## config.mk

```make
export PLATFORM = sky130hd
export DESIGN_NAME = plcp_tx_framer
export DESIGN_NICKNAME = d
export VERILOG_FILES = /design/src/rtl/plcp_pkg.sv /design/src/rtl/plcp_seq.sv /design/src/rtl/plcp_cell_src.sv /design/src/rtl/plcp_bip.sv /design/src/rtl/plcp_tx_framer.sv
export SDC_FILE = /design/constraint.sdc
export NUM_CORES = 1
export LEC_CHECK = 0
export BUFFER_PORTS_ARGS = -buffer_cell sky130_fd_sc_hd__buf_2
export CAP_MARGIN = 10
export CORE_ASPECT_RATIO = 1.1
export CORE_MARGIN = 2
export CORE_UTILIZATION = 29
export DETAILED_ROUTE_END_ITERATION = 12
export GPL_TIMING_DRIVEN = 0
export PLACE_DENSITY_LB_ADDON = 0.3
export REMOVE_ABC_BUFFERS = 1
export SYNTH_ARGS = -nofsm -noshare
export SYNTH_HDL_FRONTEND = slang
export SYNTH_SLANG_ARGS = --single-unit
```

## constraint.sdc

```tcl
create_clock -name clk -period 3.6 [get_ports clk]
set_clock_uncertainty 0.1 [all_clocks]
set_input_delay 0.9 -clock clk [delete_from_list [all_inputs] [get_ports clk]]
set_output_delay 0.9 -clock clk [all_outputs]
set_load 0.02 [all_outputs]
```

## src/rtl/plcp_pkg.sv

```systemverilog
`timescale 1ns/1ps
package plcp_pkg;
  localparam int ROWS    = 10;
  localparam int HDR_OCT = 4;

  localparam logic [7:0] FRAME_A1  = 8'hF6;
  localparam logic [7:0] FRAME_A2  = 8'h28;
  localparam logic [7:0] IDLE_HEC  = 8'h52;
  localparam logic [7:0] IDLE_FILL = 8'h6A;

  typedef enum logic [2:0] {
    SEG_A1,
    SEG_A2,
    SEG_POI,
    SEG_POH,
    SEG_CELL,
    SEG_TRL
  } seg_e;
endpackage

```

## src/rtl/plcp_seq.sv

```systemverilog
`timescale 1ns/1ps
module plcp_seq
  import plcp_pkg::*;
#(
  parameter int CELL_OCTETS    = 53,
  parameter int TRAILER_OCTETS = 6,
  localparam int COLS = HDR_OCT + CELL_OCTETS,
  localparam int RW   = $clog2(ROWS),
  localparam int CW   = $clog2(COLS),
  localparam int TW   = $clog2(TRAILER_OCTETS)
) (
  input  logic          clk,
  input  logic          rst_n,
  input  logic          adv,
  output seg_e          seg,
  output logic [RW-1:0] row,
  output logic [CW-1:0] cell_idx,
  output logic          frame_first,
  output logic          frame_cell_end
);
  logic [RW-1:0] row_q;
  logic [CW-1:0] col_q;
  logic [TW-1:0] trl_q;
  logic          in_trl_q;

  wire col_last = (col_q == CW'(COLS - 1));
  wire row_last = (row_q == RW'(ROWS - 1));
  wire trl_last = (trl_q == TW'(TRAILER_OCTETS - 1));

  always_ff @(posedge clk or negedge rst_n) begin
    if (!rst_n) begin
      row_q    <= '0;
      col_q    <= '0;
      trl_q    <= '0;
      in_trl_q <= 1'b0;
    end else if (adv) begin
      if (in_trl_q) begin
        if (trl_last) begin
          in_trl_q <= 1'b0;
          trl_q    <= '0;
          row_q    <= '0;
          col_q    <= '0;
        end else begin
          trl_q <= trl_q + 1'b1;
        end
      end else if (col_last) begin
        col_q <= '0;
        if (row_last) in_trl_q <= 1'b1;
        else          row_q    <= row_q + 1'b1;
      end else begin
        col_q <= col_q + 1'b1;
      end
    end
  end

  always_comb begin
    if (in_trl_q)                 seg = SEG_TRL;
    else if (col_q == CW'(0))     seg = SEG_A1;
    else if (col_q == CW'(1))     seg = SEG_A2;
    else if (col_q == CW'(2))     seg = SEG_POI;
    else if (col_q == CW'(3))     seg = SEG_POH;
    else                          seg = SEG_CELL;
  end

  assign row            = row_q;
  assign cell_idx       = col_q - CW'(HDR_OCT);
  assign frame_first    = !in_trl_q && (row_q == '0) && (col_q == '0);
  assign frame_cell_end = !in_trl_q && row_last && col_last;
endmodule

```

## src/rtl/plcp_cell_src.sv

```systemverilog
`timescale 1ns/1ps
module plcp_cell_src
  import plcp_pkg::*;
#(
  parameter int CW = 6
) (
  input  logic          clk,
  input  logic          rst_n,
  input  logic          poh_take,
  input  logic          is_cell,
  input  logic [CW-1:0] cell_idx,
  input  logic          in_valid,
  input  logic [7:0]    in_data,
  input  logic          out_ready,
  output logic [7:0]    cell_data,
  output logic          cell_ok,
  output logic          in_ready
);
  logic       live_q;
  logic [7:0] idle_oct;

  always_ff @(posedge clk or negedge rst_n) begin
    if (!rst_n)        live_q <= 1'b0;
    else if (poh_take) live_q <= in_valid;
  end

  always_comb begin
    if (cell_idx < CW'(3))       idle_oct = 8'h00;
    else if (cell_idx == CW'(3)) idle_oct = 8'h01;
    else if (cell_idx == CW'(4)) idle_oct = IDLE_HEC;
    else                         idle_oct = IDLE_FILL;
  end

  assign cell_data = live_q ? in_data : idle_oct;
  assign cell_ok   = live_q ? in_valid : 1'b1;
  assign in_ready  = is_cell && live_q && out_ready;


  idle_quiet_chk: assert property (@(posedge clk) disable iff (!rst_n)
    (is_cell && !live_q) |-> (!in_ready && cell_ok));
endmodule

```

## src/rtl/plcp_bip.sv

```systemverilog
`timescale 1ns/1ps
module plcp_bip (
  input  logic       clk,
  input  logic       rst_n,
  input  logic       take,
  input  logic       close,
  input  logic [7:0] octet,
  output logic [7:0] b1
);
  logic [7:0] acc_q;
  logic [7:0] b1_q;

  always_ff @(posedge clk or negedge rst_n) begin
    if (!rst_n) begin
      acc_q <= '0;
      b1_q  <= '0;
    end else if (take) begin
      if (close) begin
        b1_q  <= acc_q ^ octet;
        acc_q <= '0;
      end else begin
        acc_q <= acc_q ^ octet;
      end
    end
  end

  assign b1 = b1_q;
endmodule

```

## src/rtl/plcp_tx_framer.sv

```systemverilog
`timescale 1ns/1ps
module plcp_tx_framer
  import plcp_pkg::*;
#(
  parameter int          CELL_OCTETS    = 53,
  parameter int          TRAILER_OCTETS = 6,
  parameter logic [79:0] POI_CODES      = {8'h2C, 8'h29, 8'h25, 8'h20, 8'h1C,
                                           8'h19, 8'h15, 8'h10, 8'h0D, 8'h08},
  parameter logic [7:0]  C1_CODE        = 8'h00,
  parameter logic [7:0]  TRAILER_FILL   = 8'hCC
) (
  input  logic       clk,
  input  logic       rst_n,
  input  logic       in_valid,
  output logic       in_ready,
  input  logic [7:0] in_data,
  output logic       out_valid,
  input  logic       out_ready,
  output logic [7:0] out_data,
  output logic       out_sof,
  input  logic [7:0] user_chan,
  input  logic [7:0] path_status,
  input  logic [7:0] mgmt_a,
  input  logic [7:0] mgmt_b
);
  localparam int COLS      = HDR_OCT + CELL_OCTETS;
  localparam int RW        = $clog2(ROWS);
  localparam int CW        = $clog2(COLS);
  localparam int FRAME_OCT = ROWS * COLS + TRAILER_OCTETS;
  localparam int FW        = $clog2(FRAME_OCT + 1);

  seg_e          seg;
  logic [RW-1:0] row_w;
  logic [CW-1:0] cell_idx;
  logic          frame_first, frame_cell_end;
  logic [7:0]    cell_data, b1_w, poh_oct;
  logic          cell_ok, adv;
  logic [7:0]    poi_tab [ROWS];

  for (genvar g = 0; g < ROWS; g++) begin : g_poi
    assign poi_tab[g] = POI_CODES[(ROWS - 1 - g) * 8 +: 8];
  end

  plcp_seq #(.CELL_OCTETS(CELL_OCTETS), .TRAILER_OCTETS(TRAILER_OCTETS)) seq_i (
    .clk(clk), .rst_n(rst_n), .adv(adv), .seg(seg), .row(row_w),
    .cell_idx(cell_idx), .frame_first(frame_first),
    .frame_cell_end(frame_cell_end)
  );

  plcp_cell_src #(.CW(CW)) src_i (
    .clk(clk), .rst_n(rst_n), .poh_take(adv && seg == SEG_POH),
    .is_cell(seg == SEG_CELL), .cell_idx(cell_idx), .in_valid(in_valid),
    .in_data(in_data), .out_ready(out_ready), .cell_data(cell_data),
    .cell_ok(cell_ok), .in_ready(in_ready)
  );

  plcp_bip bip_i (
    .clk(clk), .rst_n(rst_n),
    .take(adv && (seg == SEG_POI || seg == SEG_POH || seg == SEG_CELL)),
    .close(adv && frame_cell_end), .octet(out_data), .b1(b1_w)
  );

  always_comb begin
    case (int'(row_w))
      4:       poh_oct = user_chan;
      5:       poh_oct = b1_w;
      6:       poh_oct = path_status;
      7:       poh_oct = mgmt_a;
      8:       poh_oct = mgmt_b;
      9:       poh_oct = C1_CODE;
      default: poh_oct = 8'h00;
    endcase
  end

  always_comb begin
    case (seg)
      SEG_A1:   out_data = FRAME_A1;
      SEG_A2:   out_data = FRAME_A2;
      SEG_POI:  out_data = poi_tab[row_w];
      SEG_POH:  out_data = poh_oct;
      SEG_CELL: out_data = cell_data;
      default:  out_data = TRAILER_FILL;
    endcase
  end

  assign out_valid = rst_n && (seg != SEG_CELL || cell_ok);
  assign out_sof   = frame_first;
  assign adv       = out_valid && out_ready;

  // Checker state: octets accepted since the last frame start.
  logic [FW-1:0] oct_cnt;
  logic          seen_sof;
  always_ff @(posedge clk or negedge rst_n) begin
    if (!rst_n) begin
      oct_cnt  <= '0;
      seen_sof <= 1'b0;
    end else if (adv) begin
      if (out_sof) begin
        oct_cnt  <= FW'(1);
        seen_sof <= 1'b1;
      end else begin
        oct_cnt <= oct_cnt + 1'b1;
      end
    end
  end


  first_sof_chk: assert property (@(posedge clk) disable iff (!rst_n)
    (out_valid && !seen_sof) |-> out_sof);


  frame_len_chk: assert property (@(posedge clk) disable iff (!rst_n)
    (out_valid && out_sof && seen_sof) |-> (oct_cnt == FW'(FRAME_OCT)));


  sof_a1_chk: assert property (@(posedge clk) disable iff (!rst_n)
    out_sof |-> (out_data == FRAME_A1));


  hold_chk: assert property (@(posedge clk) disable iff (!rst_n)
    (out_valid && !out_ready && seg != SEG_POH) |=>
      (out_valid && $stable(out_data) && $stable(out_sof)));


  take_chk: assert property (@(posedge clk) disable iff (!rst_n)
    (in_ready && in_valid) |-> (out_valid && out_ready && out_data == in_data));
endmodule

```

==> results.json <==
{
  "status": "complete, no violations",
  "critPathMaxFanout": 5,
  "register_area_um2": 779,
  "syn_to_final_growth_pct": 25.0,
  "drive_above_1_share": 0.305,
  "clk_path_buf_depth": 2,
  "drtIter0Drc": 232,
  "maxSlewHeadroom": 0.314,
  "rr_startpoint": "seq_i.row[1]$_DFFE_PN0P_",
  "dr.pass1.iters": 4,
  "die_h_um": 100,
  "worst_ep_required_time_ns": 2.60,
  "critPathMaxStageDelay_ns": 0.56,
  "routabilityCongestion": 0.875,
  "antennaDiodeCount": 0,
  "dieArea_mm2": 0.00912,
  "initial_core_util": 0.293,
  "arrival_ns": 2.55,
  "setup.worst_path.start_class": "flip-flop",
  "synthFlopType": "dfrtp_1",
  "num_vias": 2375,
  "yosysSeqAreaShare": 0.319,
  "drv_slew": 0,
  "crit_start": "seq_i.col_q[1]$_DFFE_PN0P_",
  "setup-violations-final": 0,
  "drt-total-wl_mm": 7.03,
  "drc": 0,
  "synthArstFlopShare": 1.00,
  "layout.cells.most_common": "buf_2",
  "max-vdd-ir-drop_mv": 0.132,
  "clockRootBuffer": "clkbuf_8",
  "htree_levels": 2,
  "final_cell_mix": "buf_2, nand2_1, dfrtp_1",
  "coreArea_mm2": 0.00828,
  "clkSinkCount": 31,
  "min_from": "bip_i.b1[5]$_DFFE_PN0P_",
  "powerDensity_mw_per_mm2": 478,
  "fmax_mhz": 282,
  "fp-row-count": 35,
  "path_common_cell": "buf_4",
  "synth-seq-cells": 31,
  "hold_violations": 0,
  "synth_cells": 287,
  "syn-cell-area_mm2": 0.00243,
  "post-route-period-util": 0.986,
  "crit_slowest_cell": "or4_4",
  "n_fill_cell": 862,
  "antenna_found_initial": 0,
  "grt.total_usage": 0.155,
  "io_pins": 55,
  "grt_max_degree": 34,
  "viasPerCell": 5.22,
  "hpwlAfterDp_mm": 5.15,
  "ys_warn_count": 0,
  "path_class": "reg -> out",
  "syn_avg_cell_area_um2": 8.46,
  "final_util": 0.367,
  "max_cap_violations": 0,
  "cp-end-kind": "output pin",
  "cts_tree": "built",
  "grt_pass1_vias": 2192,
  "port-buffer-count": 54,
  "gr-total-overflow": 0,
  "worst_slew_pin_slew_ns": 1.02,
  "wl_per_cell_um": 15.5,
  "grt_pass1_wl_mm": 11.1,
  "fin_ws_ns": 0.0497,
  "die_w_um": 91.3,
  "nets": 397,
  "p_leak_nw": 1.33,
  "antenna_left": 0,
  "place_ws_ns": 0.103,
  "multi_input_comb_area_mm2": 0.00157,
  "rsz0062_at_grt": "true",
  "ys_types": 64,
  "synth_edf_count": 0,
  "period_needed_ns": 3.55,
  "min_path_type": "reg -> reg",
  "clk_latency_ns": 0.29,
  "cts_buffers": 5,
  "path_clk_slew_ns": 0.06,
  "cp_cell_sequence": "buf_4 -> ha_2 -> or4_4 -> a211oi_4 -> buf_4 -> buf_4 -> a221oi_2 -> inv_1 -> buf_6"
}
sequential cells by signal, indices dropped and copies added (netlist names):
name            cells
bip_i.acc_q         8
bip_i.b1            8
seq_i.col_q         6
seq_i.in_trl_q      1
seq_i.row           4
seq_i.trl_q         3
src_i.live_q        1
Yosys cell counts (all sizes together) (2+ instances only):
| library cell | count | area share |
|---|---|---|
| clkbuf | 9 | 0.014 |
| o41ai | 2 | 0.0072 |
| nor4 | 2 | 0.011 |
| a22o | 5 | 0.018 |
| nand4 | 2 | 0.0077 |
| a21oi | 18 | 0.037 |
| o31ai | 2 | 0.0062 |
| or4 | 2 | 0.0077 |
| nand3 | 6 | 0.012 |
| or2 | 2 | 0.0052 |
| ha | 8 | 0.041 |
| a22oi | 8 | 0.025 |
| a211oi | 4 | 0.014 |
| nor3b | 2 | 0.0062 |
| buf | 8 | 0.022 |
| xnor2 | 9 | 0.032 |
| nor2 | 8 | 0.012 |
| nor3 | 11 | 0.023 |
| a2111oi | 3 | 0.021 |
| a211o | 2 | 0.0072 |
| and3b | 2 | 0.0072 |
| and3 | 2 | 0.0052 |
| dfrtp | 31 | 0.32 |
| xor2 | 2 | 0.0072 |
| nand2 | 31 | 0.053 |
| and2 | 2 | 0.0052 |
| nor2b | 3 | 0.0088 |
| a221oi | 8 | 0.029 |
| nand2b | 5 | 0.013 |
| or3 | 7 | 0.018 |
| o211ai | 4 | 0.016 |
| nand3b | 3 | 0.0093 |
| o21ai | 30 | 0.062 |
| inv | 24 | 0.037 |
| a21o | 4 | 0.012 |
metrics by stage:
| stage | hold WS (ns) | cell area (um^2) | setup TNS (ns) | power (mW) | instances |
|---|---|---|---|---|---|
| floorplan | 0.351 | 2340 | 0 | 0.938 | 270 |
| CTS | 0.397 | 2900 | -0.0810 | 1.40 | 446 |
| detailed placement | 0.382 | 2750 | 0 | 1.13 | 435 |
| global placement | 0.371 | 2750 | 0 | 1.12 | 435 |
| global route | 0.411 | 3040 | -0.0301 | 1.56 | 455 |
| finish | 0.389 | 3040 | 0 | 1.45 | 455 |
kinds of logic (layout without fill, tap and decap cells):
group,count (synthesis),count (layout),share of synthesized area
AO/OA/AOI/OAI,101,101,0.298
AND/OR/NAND/NOR,94,94,0.223
buffers and inverters,41,98,0.0726
flip-flops,31,31,0.319
XOR/XNOR,11,11,0.0397
adder cells (fa/ha/maj),8,8,0.0412
multiplexers,1,1,0.00618
routing by layer:
layer / vias to the layer above / track usage / share of wire
met3: 13 / 0.0240 / 0.041
met1: 1137 / 0.206 / 0.45
li1: 1164 / - / -
met5: - / 0 / 0
met4: 0 / 0.0583 / 0.024
met2: 61 / 0.255 / 0.48
path summary, 6_finish.rpt:
kind,slack [ns],cells after the start,to
worst max-delay path,0.05,9,out_data[4]
worst min register to register,0.39,2,bip_i.b1[5]$_DFFE_PN0P_
worst max register to register,0.60,7,bip_i.acc_q[3]$_DFFE_PN0P_
max in group asynchronous,2.30,1,seq_i.row[0]$_DFFE_PN0P_
worst min-delay path,0.39,2,bip_i.b1[5]$_DFFE_PN0P_
min in group asynchronous,0.58,1,seq_i.trl_q[2]$_DFFE_PN0P_
critical path, delay by kind of cell (launching register included):
family,cells,cell delay [ns]
buf+inv,5,0.65
simple gates,1,0.56
flops,1,0.44
compound gates,2,0.42
fa+ha+maj,1,0.19
power by group:
part	switching [mW]	leakage (nW)	internal, mW
Sequential	0.108	0.385	0.408
Clock	0.129	0.0371	0.129
Combinational	0.384	0.909	0.293
Total	0.621	1.33	0.829
cell type report:
class	count	area share
multi-input cells	215	0.515
repair buffers	68	0.129
clock buffers	6	0.0239
flip-flops and latches	31	0.257
well taps	111	0.0457
inverters	24	0.0297
repair_timing:
action | in CTS | in global routing
pin swaps | 2 | 9
hold buffers | 0 | 0
resized for setup | 6 | 22
buffers inserted | 5 | 9
endpoints found under the hold margin | 0 | 0
setup endpoints to repair | 8 | 9
Power figures use the tool's default switching activity.
